[config.mk]
export PLATFORM = sky130hd
export DESIGN_NAME = sa_switch_alloc
export DESIGN_NICKNAME = d
export VERILOG_FILES = /design/src/rtl/sa_pkg.sv /design/src/rtl/sa_req_filter.sv /design/src/rtl/sa_rr_pick.sv /design/src/rtl/sa_out_slot.sv /design/src/rtl/sa_switch_alloc.sv
export SDC_FILE = /design/constraint.sdc
export NUM_CORES = 1
export LEC_CHECK = 0
export ABC_AREA = 1
export CAP_MARGIN = 15
export CORE_MARGIN = 2
export CORE_UTILIZATION = 40
export CTS_CLUSTER_DIAMETER = 50
export DETAILED_ROUTE_END_ITERATION = 7
export HOLD_SLACK_MARGIN = 0.02
export SYNTH_ARGS = -nofsm -noshare
export SYNTH_HDL_FRONTEND = slang
export SYNTH_SLANG_ARGS = --single-unit
[constraint.sdc]
create_clock -name clk -period 2.5 [get_ports clk]
set_clock_uncertainty 0.2 [all_clocks]
set_input_delay 0.375 -clock clk [delete_from_list [all_inputs] [get_ports clk]]
set_output_delay 0.375 -clock clk [all_outputs]
set_load 0.005 [all_outputs]
[src/rtl/sa_pkg.sv]
package sa_pkg;

  localparam int unsigned SA_PORTS = 5;

  typedef enum logic [2:0] {
    PORT_LOCAL = 3'd0,
    PORT_NORTH = 3'd1,
    PORT_SOUTH = 3'd2,
    PORT_WEST  = 3'd3,
    PORT_EAST  = 3'd4
  } sa_port_e;

endpackage

[src/rtl/sa_req_filter.sv]
// Keeps the lowest requested output of each idle input and regroups the
// requests by output.
module sa_req_filter #(
  parameter int unsigned NPORT = sa_pkg::SA_PORTS
) (
  input  logic [NPORT*NPORT-1:0]        req_i,
  input  logic [NPORT-1:0]              idle_i,
  output logic [NPORT-1:0][NPORT-1:0]   cand_o
);

  logic [NPORT-1:0][NPORT-1:0] low_req;

  for (genvar gi = 0; gi < NPORT; gi++) begin : g_in
    logic [NPORT-1:0] raw;
    assign raw        = req_i[gi*NPORT +: NPORT];
    assign low_req[gi] = idle_i[gi] ? (raw & (~raw + NPORT'(1))) : '0;
  end

  for (genvar go = 0; go < NPORT; go++) begin : g_out
    for (genvar gi = 0; gi < NPORT; gi++) begin : g_bit
      assign cand_o[go][gi] = low_req[gi][go];
    end
  end

endmodule

[src/rtl/sa_rr_pick.sv]
// Picks the first set candidate, scanning cyclically upward from ptr_i.
module sa_rr_pick #(
  parameter int unsigned NPORT = sa_pkg::SA_PORTS,
  localparam int unsigned IDXW = (NPORT > 1) ? $clog2(NPORT) : 1
) (
  input  logic [NPORT-1:0] cand_i,
  input  logic [IDXW-1:0]  ptr_i,
  output logic             win_o,
  output logic [IDXW-1:0]  win_idx_o
);

  always_comb begin
    int idx;
    win_o     = 1'b0;
    win_idx_o = '0;
    idx       = 0;
    for (int k = 0; k < int'(NPORT); k++) begin
      idx = int'(ptr_i) + k;
      if (idx >= int'(NPORT)) idx = idx - int'(NPORT);
      if (!win_o && cand_i[idx]) begin
        win_o     = 1'b1;
        win_idx_o = IDXW'(idx);
      end
    end
  end

endmodule

[src/rtl/sa_out_slot.sv]
// Per-output allocation state: lock flag, owner and round-robin pointer.
module sa_out_slot #(
  parameter int unsigned NPORT = sa_pkg::SA_PORTS,
  localparam int unsigned IDXW = (NPORT > 1) ? $clog2(NPORT) : 1
) (
  input  logic             clk,
  input  logic             rst_n,
  input  logic [NPORT-1:0] cand_i,
  input  logic             stop_i,
  input  logic [NPORT-1:0] tail_sent_i,
  output logic             busy_o,
  output logic [IDXW-1:0]  owner_o
);

  logic            busy_q, busy_d;
  logic [IDXW-1:0] owner_q, owner_d;
  logic [IDXW-1:0] ptr_q, ptr_d;
  logic            win;
  logic [IDXW-1:0] win_idx;
  logic            release_now, take_now, state_en;

  sa_rr_pick #(.NPORT(NPORT)) u_pick (
    .cand_i    (cand_i),
    .ptr_i     (ptr_q),
    .win_o     (win),
    .win_idx_o (win_idx)
  );

  assign release_now = busy_q && tail_sent_i[owner_q];
  assign take_now    = !busy_q && !stop_i && win;
  assign state_en    = release_now || take_now;

  always_comb begin
    busy_d  = busy_q;
    owner_d = owner_q;
    ptr_d   = ptr_q;
    if (release_now) begin
      busy_d = 1'b0;
      ptr_d  = (owner_q == IDXW'(NPORT-1)) ? '0 : owner_q + IDXW'(1);
    end else if (take_now) begin
      busy_d  = 1'b1;
      owner_d = win_idx;
    end
  end

  always_ff @(posedge clk or negedge rst_n) begin
    if (!rst_n) begin
      busy_q  <= 1'b0;
      owner_q <= '0;
      ptr_q   <= '0;
    end else if (state_en) begin
      busy_q  <= busy_d;
      owner_q <= owner_d;
      ptr_q   <= ptr_d;
    end
  end

  assign busy_o  = busy_q;
  assign owner_o = owner_q;

endmodule

[src/rtl/sa_switch_alloc.sv]
module sa_switch_alloc #(
  parameter int unsigned NPORT = sa_pkg::SA_PORTS
) (
  input  logic                   clk,
  input  logic                   rst_n,
  input  logic [NPORT*NPORT-1:0] req_i,
  input  logic [NPORT-1:0]       stop_i,
  input  logic [NPORT-1:0]       tail_sent_i,
  output logic [NPORT*NPORT-1:0] xbar_sel_o,
  output logic [NPORT-1:0]       grant_o
);

  localparam int unsigned IDXW = (NPORT > 1) ? $clog2(NPORT) : 1;

  logic [NPORT-1:0][NPORT-1:0] cand;
  logic [NPORT-1:0]            idle;
  logic [NPORT-1:0]            busy;
  logic [IDXW-1:0]             owner [NPORT];

  sa_req_filter #(.NPORT(NPORT)) u_filter (
    .req_i  (req_i),
    .idle_i (idle),
    .cand_o (cand)
  );

  for (genvar go = 0; go < NPORT; go++) begin : g_slot
    sa_out_slot #(.NPORT(NPORT)) u_slot (
      .clk         (clk),
      .rst_n       (rst_n),
      .cand_i      (cand[go]),
      .stop_i      (stop_i[go]),
      .tail_sent_i (tail_sent_i),
      .busy_o      (busy[go]),
      .owner_o     (owner[go])
    );
  end

  always_comb begin
    idle = '1;
    for (int o = 0; o < int'(NPORT); o++) begin
      for (int i = 0; i < int'(NPORT); i++) begin
        if (busy[o] && owner[o] == IDXW'(i)) idle[i] = 1'b0;
      end
    end
  end

  always_comb begin
    xbar_sel_o = '0;
    grant_o    = '0;
    for (int o = 0; o < int'(NPORT); o++) begin
      for (int i = 0; i < int'(NPORT); i++) begin
        if (busy[o] && !stop_i[o] && owner[o] == IDXW'(i)) begin
          xbar_sel_o[o*NPORT+i] = 1'b1;
          grant_o[i]            = 1'b1;
        end
      end
    end
  end

endmodule

==> flow_summary.yaml <==
run_status:
  status: "finished, violations left"
  violations: "design-rule violations, negative hold slack, negative setup slack"
route:
  first_iter_violations: 665
  wire_per_inst_microns: 15.9
  firstDrtPassIters: 8
  avgViaCountPerCell: 5.23
  num_vias: 10423
  routed_wl_microns: 31700
  ant_nets: 0
  drc: 6
global_route:
  grt_first_pass_wirelength_microns: 45600
  grt_pass1_vias: 9469
  grt-ovfl-total: 0
  met2_usage_pct: 49.3
  grt_max_degree: 36
  antenna_found_initial: 1
  track_usage_pct: 28.2
  grt_use_met3_pct: 3.01
  top_usage_layer: "met2"
  use_met1_pct: 36.0
timing:
  relSlewSlack_pct: 41.9
  setup_violations: 25
  grt_setup_unrepaired: "true"
  fin_crit_sh_pct: 109
  hold_viol: 1
  tns_ps: -3290
  finalWorstSetupSlack_ps: -222
  hold-worst-slack_ps: -0.664
  slew_viol_final: 0
  fin_crit_ps: 2720
  fmax_ghz: 0.367
  worst_pin_slew_ps: 872
placement:
  portBuffers: 66
  place_hpwl_microns: 21800
  gp_congestion: 0.942
worst_setup_path:
  end_kind: "flop"
  critical_path_class: "reg -> reg"
  worst_setup_path_start_kind: "flop"
  arrival_ps: 2710
  r2r-start: "g_slot[0].u_slot.ptr_q[1]"
  cp_max_fo: 7
  startpoint: "g_slot[0].u_slot.ptr_q[1]"
  critPathRequiredTime_ps: 2490
clock_network:
  numClockSinks: 35
  cts.hold.buffers_added: 0
  cts_buffers: 5
  root_buffer: "clkbuf_16"
  clk_latency_ps: 290
  path_clk_slew_ps: 60
  cts_tree: "done"
  cts_buffer_depth: 2
  htree_levels: 2
floorplan:
  rows: 49
  dieArea_sq_um: 19600
  die_h_microns: 140
  start_util_pct: 41.0
  fp.dieW_microns: 140
  core_area_sq_um: 18100
  num_io_pins: 67
logic_synthesis:
  syn-cell-area_sq_um: 7410
  yosys_warnings: 0
  synth.distinct_cells: 42
  yosysSeqAreaShare_pct: 11.8
  ys_ff_latch: 35
  postSynthNetCount: 1439
  postSynthAreaPerCell_sq_um: 5.64
  syn_inst: 1314
cells_and_area:
  area_growth_pct: 85.9
  drive_gt1_share_pct: 48.7
  nNetsFinal: 1886
worst_hold_path:
  hold_path_class: "in -> async"
job:
  maxCapViolations: 0
cell usage after synthesis, drive strengths merged:
library cell | n | share of area (%)
o21bai | 1 | 0.10
buf | 8 | 0.79
nand3b | 6 | 0.61
clkbuf | 1 | 0.051
xor2 | 20 | 2.6
a22oi | 3 | 0.30
nor4 | 6 | 0.51
nor3b | 1 | 0.10
nor3 | 5 | 0.41
or2 | 1 | 0.084
nand2 | 424 | 22
nor2 | 175 | 10
o21ai | 87 | 6.4
dfrtp | 35 | 12
nand4 | 33 | 2.9
nand3 | 176 | 12
a21oi | 32 | 2.2
inv | 195 | 9.9
o22ai | 1 | 0.084
o221ai | 1 | 0.12
o41ai | 2 | 0.24
xnor2 | 2 | 0.24
o31ai | 5 | 0.51
ha | 88 | 15
a21boi | 2 | 0.20
a31oi | 4 | 0.42
cell families after synthesis:
kind of cell / synth area share [%]
simple gates: 49.2
flops: 11.8
buf+inv: 10.7
xor+xnor: 2.85
compound gates: 10.6
fa+ha+maj: 14.9
critical path, stage by stage (launching register included):
cell	delay [ps]
dfrtp_2	440
buf_4	150
ha_1	220
nand2_1	110
nand3_4	150
xor2_4	210
buf_4	150
nand3_1	80
nand3_2	100
o21ai_4	240
nand4_1	170
nand2_2	210
nor2_2	50
nand2_1	70
nand2_1	50
registers in the layout, summed over array words and instances (netlist names):
register               cells
g_slot.u_slot.busy_o       5
g_slot.u_slot.owner_o     15
g_slot.u_slot.ptr_q       15
layer usage:
metal / up-vias / routed length [microns]
met4: 0 / 1440
li1: 5129 / -
met3: 94 / 1790
met1: 4835 / 13000
met2: 365 / 15500
met5: - / 0
stage by stage:
stage | hold slack (ps) | std cells | area [sq um] | setup WS, ps | util [%]
after floorplan | -121 | 1314 | 7680 | -141 | -
after global placement | 312 | 1905 | 10900 | -289 | 60.0
after detailed placement | 324 | 1905 | 10900 | -310 | 60.0
after CTS | 21.0 | 1953 | 12400 | -160 | 68.7
after global routing | 56.0 | 1992 | 13800 | -406 | 76.2
final | -0.664 | 1992 | 13800 | -222 | 76.2
what timing repair did:
action	4_1_cts	5_1_grt
pin swaps	125	155
setup buffers	42	39
gates resized for setup	317	266
setup endpoints to repair	47	43
cell usage in the layout, fill, tap and decap left out, drive strengths merged, types with 6 or more instances in the layout:
cell and n:
dlymetal6s2s 16, inv 193, o21ai 87, dlygate4sd2 7, dfrtp 35, nand3b 6, a21oi 32, nand2 424
nand3 176, nor2 175, ha 88, nor4 6, xor2 20, nand4 33, clkdlybuf4s50 36, buf 387
clkbuf 10
final cells by class:
cell class	count	area (sq um)
clock inverters	1	5.00
fillers	1287	4300
diodes	1	2.50
clock buffers	7	143
multi-input cells	1075	7940
well taps	229	287
inverters	195	797
flip-flops and latches	35	897
repair buffers	449	3710
worst paths after layout:
check                                                   end  slack [ps]  cells past startpoint
worst max-delay path            g_slot[0].u_slot.owner_o[2]        -220                     14
min in group clk                  g_slot[4].u_slot.ptr_q[2]         360                      2
worst min-delay path              g_slot[2].u_slot.ptr_q[2]        -0.7                      1
worst max register to register  g_slot[0].u_slot.owner_o[2]        -220                     14
worst min register to register    g_slot[4].u_slot.ptr_q[2]         360                      2
max in group asynchronous           g_slot[0].u_slot.busy_o        1500                      1
Power is not shown: default switching activity piles up to over one toggle a cycle in this logic, so the estimate is an artifact.
